===== config.mk =====
export PLATFORM = sky130hd
export DESIGN_NAME = nor_flash_sequencer
export DESIGN_NICKNAME = d
export VERILOG_FILES = /design/src/rtl/nor_flash_sequencer.sv
export SDC_FILE = /design/constraint.sdc
export NUM_CORES = 1
export LEC_CHECK = 0
export ABC_AREA = 1
export CORE_MARGIN = 1.5
export CORE_UTILIZATION = 58
export DETAILED_ROUTE_END_ITERATION = 10
export DONT_BUFFER_PORTS = 1
export PLACE_DENSITY = 0.76
export REMOVE_ABC_BUFFERS = 1
export SYNTH_ARGS = -nofsm -noshare
export SYNTH_HDL_FRONTEND = slang
export SYNTH_SLANG_ARGS = --single-unit

===== constraint.sdc =====
create_clock -name clk -period 2.8 [get_ports clk]
set_clock_uncertainty 0.05 [all_clocks]
set_input_delay 0.42 -clock clk [delete_from_list [all_inputs] [get_ports clk]]
set_output_delay 0.42 -clock clk [all_outputs]
set_load 0.02 [all_outputs]

===== src/rtl/nor_flash_sequencer.sv =====
module nor_flash_sequencer #(
  parameter int AW         = 22,
  parameter int NSECT      = 128,
  parameter int PROG_TO    = 20000,
  parameter int ERASE_TO   = 50000000,
  parameter int ERASE_WAIT = 50000,
  localparam int SW        = $clog2(NSECT),
  localparam int IW        = $clog2(NSECT) + 2
) (
  input  logic                 clk,
  input  logic                 rst_n,
  input  logic                 req_valid,
  input  logic                 req_erase,
  input  logic [AW-1:0]        req_addr,
  input  logic [15:0]          req_data,
  input  logic signed [IW-1:0] req_first,
  input  logic signed [IW-1:0] req_last,
  input  logic [NSECT-1:0]     protect,
  output logic                 busy,
  output logic                 done,
  output logic [1:0]           status,
  output logic [AW-1:0]        fl_addr,
  output logic [15:0]          fl_wdata,
  output logic                 fl_we,
  output logic                 fl_re,
  input  logic [15:0]          fl_rdata
);
  localparam int SECT_W = 15;
  localparam int TMAX   = (ERASE_TO > PROG_TO) ? ((ERASE_TO > ERASE_WAIT) ? ERASE_TO : ERASE_WAIT)
                                               : ((PROG_TO > ERASE_WAIT) ? PROG_TO : ERASE_WAIT);
  localparam int TW     = $clog2(TMAX + 2) + 1;
  localparam logic [AW-1:0] A555 = AW'(12'h555);
  localparam logic [AW-1:0] A2AA = AW'(12'h2AA);
  localparam logic signed [IW-1:0] NSECT_S = IW'(NSECT);

  typedef enum logic [3:0] {S_IDLE, S_CHK_RD, S_CHK, S_CMD, S_SECT, S_WAIT,
                            S_POLL_RD, S_POLL, S_RST, S_DONE} state_t;

  state_t            state;
  logic [2:0]        step;
  logic              op_erase, hit;
  logic [AW-1:0]     addr_r, rst_addr;
  logic [15:0]       data_r;
  logic [SW-1:0]     sec, last_r, hit_sec;
  logic [NSECT-1:0]  prot_r;
  logic [TW-1:0]     timer;
  logic [1:0]        status_r;
  logic [AW-1:0]     sect_addr, poll_addr;
  logic              ready;

  assign sect_addr = AW'({sec, {SECT_W{1'b0}}});
  assign poll_addr = op_erase ? AW'({hit_sec, {SECT_W{1'b0}}}) : addr_r;
  assign ready     = op_erase ? fl_rdata[7] : (fl_rdata[7] == data_r[7]);
  assign busy      = (state != S_IDLE);
  assign done      = (state == S_DONE);
  assign status    = status_r;

  always_comb begin
    fl_we = 1'b0; fl_re = 1'b0; fl_addr = '0; fl_wdata = '0;
    case (state)
      S_CHK_RD, S_POLL_RD: begin fl_re = 1'b1; fl_addr = poll_addr; end
      S_CMD: begin
        fl_we = 1'b1;
        case (step)
          3'd0: begin fl_addr = A555; fl_wdata = 16'h00AA; end
          3'd1: begin fl_addr = A2AA; fl_wdata = 16'h0055; end
          3'd2: begin fl_addr = A555; fl_wdata = op_erase ? 16'h0080 : 16'h00A0; end
          3'd3: begin
            fl_addr  = op_erase ? A555 : addr_r;
            fl_wdata = op_erase ? 16'h00AA : data_r;
          end
          default: begin fl_addr = A2AA; fl_wdata = 16'h0055; end
        endcase
      end
      S_SECT: begin fl_we = !prot_r[sec]; fl_addr = sect_addr; fl_wdata = 16'h0030; end
      S_RST:  begin fl_we = 1'b1; fl_addr = rst_addr; fl_wdata = 16'h00F0; end
      default: ;
    endcase
  end

  always_ff @(posedge clk) begin
    if (!rst_n) begin
      state <= S_IDLE; step <= '0; op_erase <= 1'b0; hit <= 1'b0;
      addr_r <= '0; rst_addr <= '0; data_r <= '0; sec <= '0; last_r <= '0;
      hit_sec <= '0; prot_r <= '0; timer <= '0; status_r <= '0;
    end else begin
      case (state)
        S_IDLE: if (req_valid) begin
          op_erase <= req_erase; addr_r <= req_addr; data_r <= req_data;
          prot_r <= protect; step <= '0; timer <= '0; hit <= 1'b0;
          sec <= req_first[SW-1:0]; last_r <= req_last[SW-1:0];
          if (!req_erase) state <= S_CHK_RD;
          else if (req_first[IW-1] || req_first > req_last || req_last >= NSECT_S) begin
            status_r <= 2'd3; state <= S_DONE;
          end else state <= S_CMD;
        end
        S_CHK_RD: state <= S_CHK;
        S_CHK: if ((fl_rdata & data_r) != data_r) begin
          status_r <= 2'd2; state <= S_DONE;
        end else state <= S_CMD;
        S_CMD: begin
          step <= step + 3'd1;
          if (!op_erase && step == 3'd3) begin state <= S_POLL_RD; timer <= '0; end
          else if (op_erase && step == 3'd4) state <= S_SECT;
        end
        S_SECT: begin
          if (!prot_r[sec]) begin hit <= 1'b1; hit_sec <= sec; end
          if (sec == last_r) begin
            timer <= '0;
            if (hit || !prot_r[sec]) state <= S_WAIT;
            else begin rst_addr <= '0; status_r <= 2'd0; state <= S_RST; end
          end else sec <= sec + 1'b1;
        end
        S_WAIT: begin
          timer <= timer + 1'b1;
          if (timer >= TW'(ERASE_WAIT - 1)) begin timer <= '0; state <= S_POLL_RD; end
        end
        S_POLL_RD: begin timer <= timer + 1'b1; state <= S_POLL; end
        S_POLL: begin
          timer <= timer + 1'b1;
          if (ready) begin
            status_r <= 2'd0; rst_addr <= '0;
            state <= op_erase ? S_RST : S_DONE;
          end else if (timer >= (op_erase ? TW'(ERASE_TO) : TW'(PROG_TO))) begin
            status_r <= 2'd1; rst_addr <= addr_r;
            state <= op_erase ? S_DONE : S_RST;
          end else state <= S_POLL_RD;
        end
        S_RST:  state <= S_DONE;
        default: state <= S_IDLE;
      endcase
    end
  end

  AST_STROBE_EXCL: assert property (@(posedge clk) disable iff (!rst_n) !(fl_we && fl_re));
  AST_IDLE_QUIET: assert property (@(posedge clk) disable iff (!rst_n) !busy |-> (!fl_we && !fl_re));
  AST_BUSY_FROM_REQ: assert property (@(posedge clk) disable iff (!rst_n) $rose(busy) |-> $past(req_valid));
  AST_REJECT_NO_BUS: assert property (@(posedge clk) disable iff (!rst_n) (done && status == 2'd3) |-> $past(!busy));
  AST_NOT_ERASED_READ: assert property (@(posedge clk) disable iff (!rst_n) (done && status == 2'd2) |-> $past(fl_re, 2));
  AST_DONE_PULSE: assert property (@(posedge clk) disable iff (!rst_n) done |=> !done);
endmodule


### After elaboration in Yosys (flattened, before gate mapping)

Cells that the tools add are included.

* output and inout port bits: 44
* input bits: 204
* logic and storage cells: 133
* bits in registers: 247

* mux-type cells: 55
* eq/ne operators: 27
* bitwise logic cells: 2
* $lt $le $gt $ge: 5
* reductions and logical operators: 28
* add/sub/neg operators: 3

Operator list (number)
* 27-bit one-hot mux with 5 select lines: 1
* 22-bit 2-to-1 mux: 6
* 27-bit 2-to-1 mux: 4
* 16-bit one-hot mux with 3 select lines: 2
* 22-bit one-hot mux with 2 select lines: 2
* 22-bit one-hot mux with 4 select lines: 1
* 4-bit 2-to-1 mux: 11
* 4-bit one-hot mux with 9 select lines: 1
* 27-bit by 1-bit adder with 27-bit output, second input constant: 1
* 27-bit by 16-bit >= comparator with 1-bit output, second input constant: 1
* 27-bit by 26-bit >= comparator with 1-bit output: 1
* 26-bit 2-to-1 mux: 1
* 2-bit != test, second input constant: 10
* 16-bit bitwise AND: 1
* 4-bit by 3-bit == test with 1-bit output, second input constant: 4
* 16-bit 2-to-1 mux: 1
* 2-bit 2-to-1 mux: 8
* 16-bit != test: 1
* 7-bit 2-to-1 mux: 2
* 7-bit one-hot mux with 2 select lines: 1
* 4-bit AND reduction: 3
* 9-bit >= comparator, second input constant: 1
* 9-bit greater-than comparator: 1
* 4-bit by 2-bit == test with 1-bit output, second input constant: 2
* 30 further kinds: 53

### Logic depth before layout (Yosys ltp)

Gate-level depths: netlist of the first run.

* depth in word-level cells: 7
* mapped depth: 20
* gate-level depth less buffers: 18

### Least setup slack after synthesis of the first run

Ideal clock, no wire load.

* path type: register to register
* from: register op_erase
* to: register rst_addr[17]
* setup slack: -161 ps
* path buffers: 3
* data required time: 2635 ps
* arrival: 2796 ps
* clock period less this slack: 2961 ps
* stages on the path, launching flop included: 18
* library setup time: 115 ps
* cell sequence: dfxtp_1 clkbuf_1 clkinv_1 ha_1 nand2_1 inv_1 nand2_1 nand2_1 a21oi_1 nand4_1 nor2_1 nand2_1 nand2_1 inv_2 buf_2 buf_2 a21oi_1 nor2_1

* word-level cells in the longest chain between the ends: 4
* elaborated cells on any way between the ends: 7
* those cells by class: order compare: 1; eq/ne: 1; mux: 4; reduce/logical: 1

Ends and longest elaborated chain
* from (decl): line 41 `logic op_erase, hit;`
* from (signal assigned): line 89 `op_erase <= req_erase; addr_r <= req_addr; data_r <= req_data;`
* 26-bit 2-to-1 mux: line 124 `end else if (timer >= (op_erase ? TW'(ERASE_TO) : TW'(PROG_TO))) begin`
* 27-bit by 26-bit >= comparator with 1-bit output: line 124
* 3-bit != test (no source line)
* 4-bit AND reduction (no source line)
* to (signal assigned): line 111 `else begin rst_addr <= '0; status_r <= 2'd0; state <= S_RST; end`
* to (signal assigned): line 122 `status_r <= 2'd0; rst_addr <= '0;`
* to (signal assigned): line 125 `status_r <= 2'd1; rst_addr <= addr_r;`
* to (decl): line 42 `logic [AW-1:0] addr_r, rst_addr;`

Parallel ways exist; a longest one is shown, timed or not.
A chain may end at the register's enable or synchronous reset.

### Worst setup path in the final report of the first run

* from: register sec[0]
* to: output fl_we

* word-level cells in the longest chain between the ends: 4

Ends and longest elaborated chain
* from (decl): line 44 `logic [SW-1:0] sec, last_r, hit_sec;`
* from (signal assigned): line 91 `sec <= req_first[SW-1:0]; last_r <= req_last[SW-1:0];`
* from (signal assigned): line 112 `end else sec <= sec + 1'b1;`
* 1-bit binary-select mux with 7-bit select: line 75 `S_SECT: begin fl_we = !prot_r[sec]; fl_addr = sect_addr; fl_wdata = 16'h0030; end`
* 1-bit 2-to-1 mux (not written as such): line 75
* 1-bit logical NOT: line 75
* 1-bit one-hot mux with 2 select lines: line 60 `case (state)`
* to (decl): line 24 `output logic fl_we,`

No other way between the ends. The select of a mux whose other input is x is not followed.

==> results of run 1 <==
where the power goes:
group	total, mW	switching, mW	internal, mW	leakage, nW
clock	3.75	1.50	2.25	0.453
combinational	7.02	4.66	2.36	3.97
sequential	4.97	0.477	4.50	2.03
total	15.7	6.64	9.11	6.46
critical path, delay by kind of cell (launching register included):
kind / cells / cell delay (ns)
DFF: 1 / 0.46
AOI/OAI and AO/OA: 1 / 0.24
and+or+nand+nor: 9 / 0.97
buffers and inverters: 1 / 0.20
sequential cells by signal, indices dropped and copies added, names as in the netlist:
register / cells
addr_r: 22
data_r: 16
hit: 1
hit_sec: 7
last_r: 7
op_erase: 1
prot_r: 128
rst_addr: 22
sec: 7
state: 4
status: 2
step: 3
timer: 27
placed cells by master (no fill, tap or decap), types with 6 or more instances in the layout:
cell             n
o22ai_1          8
buf_4           76
ha_1            32
dlygate4sd3_1   31
o211ai_1        23
nand2_2          6
xor2_1          18
a21oi_2          6
nor4_1          11
clkbuf_16       31
dfxtp_1        239
nor2_1         151
inv_2           12
nand3_2         17
nand2_1        383
buf_12          10
a21oi_1        235
dfxtp_2          6
nor3_1          15
clkinv_2         7
nor2_2           7
nand3_1        162
a31oi_1          9
inv_1          228
o21ai_0        175
nand4_1         19
timing repair:
item,in CTS,in global routing
gates cloned,0,4
setup endpoints to repair,24,36
pin swaps,4,20
hold endpoints to repair,109,1
hold buffers,31,1
resized for setup,39,44
setup buffers,3,18
cell type report:
cell class / instances / share of cell area, %
Multi-Input combinational cell: 1343 / 44.9
Sequential cell: 247 / 32.2
Timing Repair Buffer: 126 / 8.25
Inverter: 248 / 6.21
Clock buffer: 35 / 4.85
Tap cell: 280 / 2.28
Clock inverter: 14 / 1.22
Antenna cell: 2 / 0.0325
cell families after synthesis:
logic type / after synthesis
and+or+nand+nor: 800
AOI/OAI and AO/OA: 488
buffers and inverters: 366
DFF: 247
adders and majority gates: 32
xor gates and xnor gates: 23
metal layers:
layer  GRT usage (%)  share of wire, %  up-vias
met5               0                 0        -
met4            9.48               3.0        0
li1                -                 -     6509
met1            43.8                42     6192
met2            54.8                47      623
met3            5.25               8.1       98
final timing paths:
kind,start,end,depth (start not counted)
min reg2reg,prot_r[10],prot_r[10],2
min,rst_n,prot_r[45],2
max reg2reg,op_erase,rst_addr[20],15
max,sec[0],fl_we,11
per-stage QoR:
step / setup WS (ns) / setup TNS [ns] / cells / hold slack [ns]
after floorplan: -3.21 / -588.87 / 1838 / 0.379
after global placement: 0.204 / 0 / 2187 / 0.388
after detailed placement: 0.164 / 0 / 2187 / 0.393
after CTS: -0.00200 / -0.00219 / 2270 / 0.000418
after global routing: -0.181 / -0.722 / 2294 / -0.000344
final: -0.100 / -0.100 / 2295 / -0.000417
==> summary.md, run 1 <==
| Metric | Value |
|---|---|
| Share of post-route cells with drive strength above 1 | 11.5% |
| Post-synth EDFFs | 0 |
| CTS Root Cell | clkbuf_16 |
| Post-Syn Instances | 1956 |
| Worst path arrival time | 2.43 ns |
| GPL Wtd Cong | 0.922 |
| Synth area leaders | dfxtp_1, nand2_1, a21oi_1 |
| Clk_lat worst skew | 0.54 ns |
| H-tree depth | 1 |
| Power Density | 1020 nW/um^2 |
| Largest family of logic cells by synthesized area | simple AND/OR/NAND/NOR gates |
| Post-synth top area cell | dfxtp_1 |
| Most frequent cell after synthesis | nand2_1 |
| Hold Slack | -0.000417 ns |
| CP most frequent cell | nand3_1 |
| Relative slew slack | 27.7% |
| Peak VDD IR | 603 uV |
| Final Cycle Share | 104% |
| Number of failing hold endpoints at the final stage | 1 |
| Total Power | 15.7 mW |
| Final Slew Violations | 0 |
| Final setup viols | 1 |
| Vias in the first global route | 12.0k |
| Area growth syn-to-layout | 17.3% |
| Ys Warns | 0 |
| # DRC | 0 |
| Worst R2R Setup Slack | 0.21 ns |
| Adder-Cell Fraction of Synth Area | 3.05% |
| Hold Crit Class | input port to flop |
| Simple-gate portion of the synthesized area | 26.4% |
| Mapped Avg Cell Area | 6.70 sq um |
| Post-Synth XOR/XNOR Area | 1.54% |
| Max_cap viols | 0 |
| Routed Antenna Nets | 0 |
| GRT Overall Usage | 32.8% |
| IO Port Bufs | 0 |
| CP max-delay cell | dfxtp_4 |
| Vias | 13.4k |
| Final wirelength | 41200 um |
| Crit-path max FO | 28 |
| Share of the synthesized area in the top cell type | 37.7% |
| Vias per std cell | 5.85 |
| Global route total overflow | 0 |
| Sink Count | 247 |
| Initial Util | 59.5% |
| Placed inst area | 13500 sq um |
| WL per Instance | 18.0 um |
| Synth Area in Compound Gates | 19.9% |
| Fillcell total | 1860 |
| Failing checks | hold timing, setup timing |
| Post-synthesis sequential area ratio | 37.7% |
| Critical path required time | 2.33 ns |
| Row Count | 54 |
| Critical path endpoint category | primary output |
| Min cycle time layout | 2.90 ns |
| Num ports | 248 |
| First-pass GRT wire length | 62400 um |
| CP cell instances | buf_12 > nand2_1 > nand3_1 > nand3_1 > nand3_1 > nand2_1 > a21oi_2 > nand3_4 > nand2_8 > nand2_8 > nand3_4 |
| RSZ-0062 raised after global routing | true |
| Half-perimeter wire length after placement | 26500 um |
| Largest net degree at the start of global routing | 99 |
| CTS tree | done |
| Mux contribution to synthesized area | 0% |
| Most frequent cells after synthesis | nand2_1, dfxtp_1, a21oi_1, inv_1, o21ai_0 |
| Synth async-reset ratio | 0% |
| Die height | 153 um |
| Fmax achieved | 345 MHz |
| Least-Margin Pin Slew | 1.08 ns |
| Crit start category | flop |
| Clock Pin Slew Worst Setup and Hold Paths | 0.06 ns |
| #FFs+latches synth | 247 |
| Multi-input gate area | 6910 sq um |
| Status | finished, violations left |
| Post-layout net count | 2229 |
| Iter 0 DRT Violations | 1334 |
| FF/Latch Area | 4960 sq um |
| Leak | 6.46 nW |
| Initial antenna violation count | 2 |
| Clock tree buffer depth | 3 |
| CP max stage delay | 0.46 ns |
| Layout Utilization | 69.8% |
| CP Class | flop to primary output |
| Core ar. | 22000 sq um |
| Post-synth top flop | dfxtp_1 |
| Yosys cell types | 44 |
| Post-route cell area | 15400 sq um |
| Die footprint | 23500 sq um |
| Die Wd | 153 um |
| First-pass DRT Iterations | 5 |
| Mapped Area | 13100 sq um |
| Final worst slack | -0.100 ns |
| Clock buffer count from CTS | 27 |
No activity file was read; power rests on OpenSTA's default activity.
==> run 2, diff against run 1 <==
Settings changed: CORE_MARGIN 1.5 to not set, CORE_UTILIZATION 58 to 61, PLACE_DENSITY 0.76 to 0.77.
Clock period 2.8 ns to 3.2 ns, I/O delays scaled along.
==> summary.md, run 2 (synthesized netlist as in run 1, its figures left out) <==
| Metric | Value |
|---|---|
| Placed cell count | 2149 (was 2187) |
| Routed Antenna Nets | 0 (unchanged) |
| Worst R2R Setup Slack | 0.37 ns (was 0.21 ns) |
| Clk_lat worst skew | 0.56 ns (was 0.54 ns) |
| Post-layout net count | 2142 (was 2229) |
| Layout Utilization | 68.0% (was 69.8%) |
| Sink Count | 247 (unchanged) |
| Critical path required time | 2.67 ns (was 2.33 ns) |
| Status | finished clean (was finished, violations left) |
| Largest net degree at the start of global routing | 145 (was 99) |
| Least-Margin Pin Slew | 0.846 ns (was 1.08 ns) |
| Fmax achieved | 322 MHz |
| Critical path endpoint category | primary output (unchanged) |
| Commonest non-fill, non-tap cell in the layout | nand2_1 (unchanged) |
| Vias in the first global route | 11.6k (was 12.0k) |
| Half-perimeter wire length after placement | 25800 um (was 26500 um) |
| Iter 0 DRT Violations | 949 (was 1334) |
| Top reg by flops | prot_r (unchanged) |
| Clock tree buffer depth | 3 (unchanged) |
| First-pass GRT wire length | 58700 um (was 62400 um) |
| WL per Instance | 17.0 um (was 18.0 um) |
| Worst-case reg-to-reg path depth | 13 (was 15) |
| Crit-path max FO | 7 (was 28) |
| Vias per std cell | 5.77 (was 5.85) |
| Total Power | 12.9 mW (was 15.7 mW) |
| Row Count | 53 (was 54) |
| Final Slew Violations | 0 (unchanged) |
| First-pass DRT Iterations | 5 (unchanged) |
| Clock buffer count from CTS | 28 (was 27) |
| GPL Wtd Cong | 0.924 (was 0.922) |
| Clock Pin Slew Worst Setup and Hold Paths | 0.06 ns (about the same) |
| Die footprint | 22100 sq um (was 23500 sq um) |
| Vias | 12.7k (was 13.4k) |
| Number of failing hold endpoints at the final stage | 0 (was 1) |
| CTS tree | done (unchanged) |
| CP Class | flop to primary output (unchanged) |
| Final worst slack | 0.0951 ns (was -0.100 ns) |
| Number of flip-flops in the largest register | 128 (unchanged) |
| Post-route cell area | 14300 sq um (was 15400 sq um) |
| Final wirelength | 37300 um (was 41200 um) |
| Hold Slack | 0.0225 ns (was -0.000417 ns) |
| Initial Util | 62.4% (was 59.5%) |
| Placed inst area | 13200 sq um (was 13500 sq um) |
| Worst path arrival time | 2.57 ns (was 2.43 ns) |
| IO Port Bufs | 0 (unchanged) |
| RSZ-0062 raised after global routing | false (was true) |
| Worst hold path cell count | 2 (unchanged) |
| Initial antenna violation count | 0 (was 2) |
| Global route total overflow | 0 (unchanged) |
| Fillcell total | 1873 (was 1860) |
| H-tree depth | 1 (unchanged) |
| Final Cycle Share | 97.0% |
| Biggest regs | prot_r (128), timer (27) (unchanged) |
| Most frequent cells in the layout | nand2_1, dfxtp_1, a21oi_1, inv_1, o21ai_0 (unchanged) |
| # Post-CTS Setup Buffers | 0 (was 3) |
| Relative slew slack | 43.4% (was 27.7%) |
| Power Density | 905 nW/um^2 (was 1020 nW/um^2) |
| Setup tns final | 0 ns (was -0.100 ns) |
| Peak VDD IR | 611 uV (was 603 uV) |
| Final setup viols | 0 (was 1) |
| Num ports | 248 (unchanged) |
| # DRC | 0 (unchanged) |
| Crit start category | flop (unchanged) |
| Max_cap viols | 0 (unchanged) |
| Die Wd | 149 um (was 153 um) |
| GRT Overall Usage | 33.1% (was 32.8%) |
| CTS Root Cell | clkbuf_16 (unchanged) |
| Die height | 149 um (was 153 um) |
| DP Worst Slack | 0.424 ns (was 0.164 ns) |
| Hold Crit Class | input port to flop (unchanged) |
| Leak | 5.97 nW (was 6.46 nW) |
| Core ar. | 21000 sq um (was 22000 sq um) |
| Min cycle time layout | 3.10 ns |
| Share of post-route cells with drive strength above 1 | 7.00% (was 11.5%) |
| Fin cells | 2203 (was 2295) |
| Area growth syn-to-layout | 9.04% (was 17.3%) |
| Diodes inserted | 0 (was 2) |
## run 2: cell types whose count changed in the layout (fill, tap and decap cells not counted), sizes merged, moves of 2 or more
cell	delta
buf	-55
clkinv	+2
clkinvlp	-3
diode	-2
dlygate4sd3	-29
## run 2: cell type report
class,count,area (sq um),area share (%)
sequential,247,4950,34.6
timing repair buffer,38,334,2.34
inverter,248,943,6.60
tap,275,344,2.41
clock buffer,40,806,5.64
multi-input combinational,1343,6740,47.1
clock inverter,12,184,1.29
## run 2: worst paths after layout
kind                 end        from
max          fl_addr[18]     step[0]
min            addr_r[0]       rst_n
max reg2reg     timer[7]     step[0]
min reg2reg   prot_r[63]  prot_r[63]
## run 2: critical path, cell delays in order (launching register included)
cell and delay [ns]:
dfxtp_1 0.38, ha_1 0.17, ha_1 0.31, inv_1 0.11
nor2_1 0.22, nand2_1 0.13, inv_1 0.11, nor2_1 0.12
o21ai_0 0.27, buf_4 0.19
## run 2: report_power, final
group          switching (mW)  internal [mW]
combinational            3.70           1.53
sequential              0.388           3.93
clock                    1.32           2.08
## run 2: repair_timing
item | CTS | global route
pin swaps | 0 | 4
hold buffers | 2 | 0
hold endpoints to repair | 19 | 0
resized for setup | 11 | 18
setup endpoints to repair | 5 | 14
## run 2: routing by layer
layer	global-route usage (%)	share of wire, %
met1	44.5	44
met4	9.33	2.6
met3	6.75	7.9
met5	0	0
met2	53.5	46
==> run 3, diff against run 2 <==
Settings changed: CELL_PAD_IN_SITES_DETAIL_PLACEMENT set to 0, CELL_PAD_IN_SITES_GLOBAL_PLACEMENT set to 1, CORE_UTILIZATION 61 to 45, PLACE_DENSITY 0.77 to not set, PLACE_DENSITY_LB_ADDON set to 0.1.
==> summary.md, run 3 (synthesized netlist as in run 1, its figures left out) <==
| Metric | Value |
|---|---|
| Status | finished clean (unchanged) |
| IO Port Bufs | 0 (unchanged) |
| CP max stage delay | 0.41 ns (was 0.38 ns) |
| Power Density | 896 nW/um^2 (was 905 nW/um^2) |
| Number of flip-flops in the largest register | 128 (unchanged) |
| Commonest non-fill, non-tap cell in the layout | nand2_1 (unchanged) |
| Hold Crit Class | input port to flop (unchanged) |
| Crit path launch | state[2] (was step[0]) |
| Relative slew slack | 49.8% (was 43.4%) |
| Vias per std cell | 5.38 (was 5.77) |
| Worst-case reg-to-reg path depth | 17 (was 13) |
| Biggest regs | prot_r (128), timer (27) (unchanged) |
| CP cell instances | nor2_1 > inv_1 > nor2_1 > nor2_2 > clkinv_1 > buf_4 > a31oi_1 > o21ai_0 > buf_4 (was ha_1 > ha_1 > inv_1 > nor2_1 > nand2_1 > inv_1 > nor2_1 > o21ai_0 > buf_4) |
| Worst r2r dst | rst_addr[1] (was timer[7]) |
| WL per Instance | 17.1 um (was 17.0 um) |
| CTS tree | done (unchanged) |
| Die height | 173 um (was 149 um) |
| WP depth | 9 (unchanged) |
| Row Count | 62 (was 53) |
| Vias | 12.5k (was 12.7k) |
| Share of post-route cells with drive strength above 1 | 7.77% (was 7.00%) |
| Least-Margin Pin Slew | 0.747 ns (was 0.846 ns) |
| Top reg by flops | prot_r (unchanged) |
| Min cycle time layout | 3.05 ns (was 3.10 ns) |
| Largest net degree at the start of global routing | 152 (was 145) |
| Most frequent cells in the layout | nand2_1, dfxtp_1, a21oi_1, inv_1, o21ai_0 (unchanged) |
| # DRC | 0 (unchanged) |
| Final Cycle Share | 95.5% (was 97.0%) |
| Final Slew Violations | 0 (unchanged) |
| CTS Root Cell | clkbuf_16 (unchanged) |
| Global route total overflow | 0 (unchanged) |
| Vias in the first global route | 11.4k (was 11.6k) |
| Die footprint | 29800 sq um (was 22100 sq um) |
| CP max-delay cell | dfxtp_1 (unchanged) |
| Half-perimeter wire length after placement | 28200 um (was 25800 um) |
| Clock buffer count from CTS | 29 (was 28) |
| First-pass GRT wire length | 62700 um (was 58700 um) |
| Worst R2R Setup Slack | 0.53 ns (was 0.37 ns) |
| Initial Util | 45.7% (was 62.4%) |
| H-tree depth | 1 (unchanged) |
| Worst path arrival time | 2.52 ns (was 2.57 ns) |
| First-pass DRT Iterations | 5 (unchanged) |
| Setup tns final | 0 ns (unchanged) |
| CP top delay family | buffers and inverters (was adder cells) |
| Post-layout net count | 2158 (was 2142) |
| Fmax achieved | 327 MHz (was 322 MHz) |
| Initial antenna violation count | 1 (was 0) |
| Area growth syn-to-layout | 11.1% (was 9.04%) |
| Total Power | 13.0 mW (was 12.9 mW) |
| Number of failing hold endpoints at the final stage | 0 (unchanged) |
| Crit-path max FO | 8 (was 7) |
| Max_cap viols | 0 (unchanged) |
| Core ar. | 28700 sq um (was 21000 sq um) |
| Crit start category | flop (unchanged) |
| End point of the critical path | fl_addr[20] (was fl_addr[18]) |
| Routed Antenna Nets | 0 (unchanged) |
| Critical path required time | 2.67 ns (about the same) |
| Leak | 6.05 nW (was 5.97 nW) |
| GPL Wtd Cong | 0.905 (was 0.924) |
| GRT Overall Usage | 25.9% (was 33.1%) |
| Clock Pin Slew Worst Setup and Hold Paths | 0.06 ns (about the same) |
| Num ports | 248 (unchanged) |
| Critical path endpoint category | primary output (unchanged) |
| Sink Count | 247 (unchanged) |
| RR Startpoint | op_erase (was step[0]) |
| Iter 0 DRT Violations | 789 (was 949) |
| Buf+Inv Stages, Crit Path | 4 (was 3) |
| Final setup viols | 0 (unchanged) |
| Clk_lat worst skew | 0.56 ns (about the same) |
| Final wirelength | 39800 um (was 37300 um) |
| CP Class | flop to primary output (unchanged) |
| Die Wd | 173 um (was 149 um) |
| Clock tree buffer depth | 3 (unchanged) |
| Peak VDD IR | 517 uV (was 611 uV) |
run 3: changes by cell type in the layout (fill, tap and decap cells not counted), moves of 2 or more:
cell and change:
bufinv_16 -2, buf_12 +4, clkinv_2 +2, buf_8 -2, buf_4 +10
run 3: how the worst min path moves through the flow:
stage	startpoint	end	slack [ns]	cells past startpoint
CTS	rst_n	rst_addr[3]	0.005	2
finish	req_first[1]	sec[1]	0.03	2
floorplan	prot_r[100]	prot_r[100]	0.38	2
global route	req_first[5]	sec[5]	0.02	2
global placement	prot_r[117]	prot_r[117]	0.39	2
detailed placement	prot_r[117]	prot_r[117]	0.39	2
run 3: final cells by class:
class | count | area [sq um]
Fill cell | 2996 | 14100
Multi-Input combinational cell | 1343 | 6730
Sequential cell | 247 | 4950
Inverter | 248 | 945
Clock buffer | 42 | 845
Timing Repair Buffer | 53 | 488
Tap cell | 384 | 480
Clock inverter | 10 | 121
Antenna cell | 1 | 2.50
run 3: through the flow:
stage | hold slack (ns) | util (%) | setup slack, ns | instances | area, sq um
6_report | 0.0320 | 50.7 | 0.145 | 2328 | 14600
5_1_grt | 0.0176 | 50.7 | -0.00623 | 2328 | 14600
4_1_cts | 0.00495 | 50.4 | 0.0183 | 2324 | 14500
3_5_place_dp | 0.394 | 46.9 | 0.468 | 2269 | 13500
3_3_place_gp | 0.390 | 46.9 | 0.473 | 2269 | 13500
2_1_floorplan | 0.379 | - | -2.81 | 1838 | 12500
run 3: metal layers:
metal	GRT usage [%]	up-vias	share of wire [%]
li1	-	6360	-
met1	37.4	5779	48
met2	40.1	342	44
met3	4.55	39	6.4
met4	6.08	0	1.9
met5	0	-	0
run 3: what timing repair did:
action	4_1_cts	5_1_grt
hold buffers	3	0
setup buffers	0	3
cloned	0	0
pin swaps	0	2
gates resized for setup	4	24
hold endpoints to repair	7	0
endpoints found under the setup margin	5	14
run 3: power by group:
part | switching [mW] | total [mW] | internal (mW)
registers | 0.386 | 4.31 | 3.93
clock network | 1.33 | 3.32 | 1.99
logic | 3.75 | 5.41 | 1.66
total | 5.47 | 13.0 | 7.58
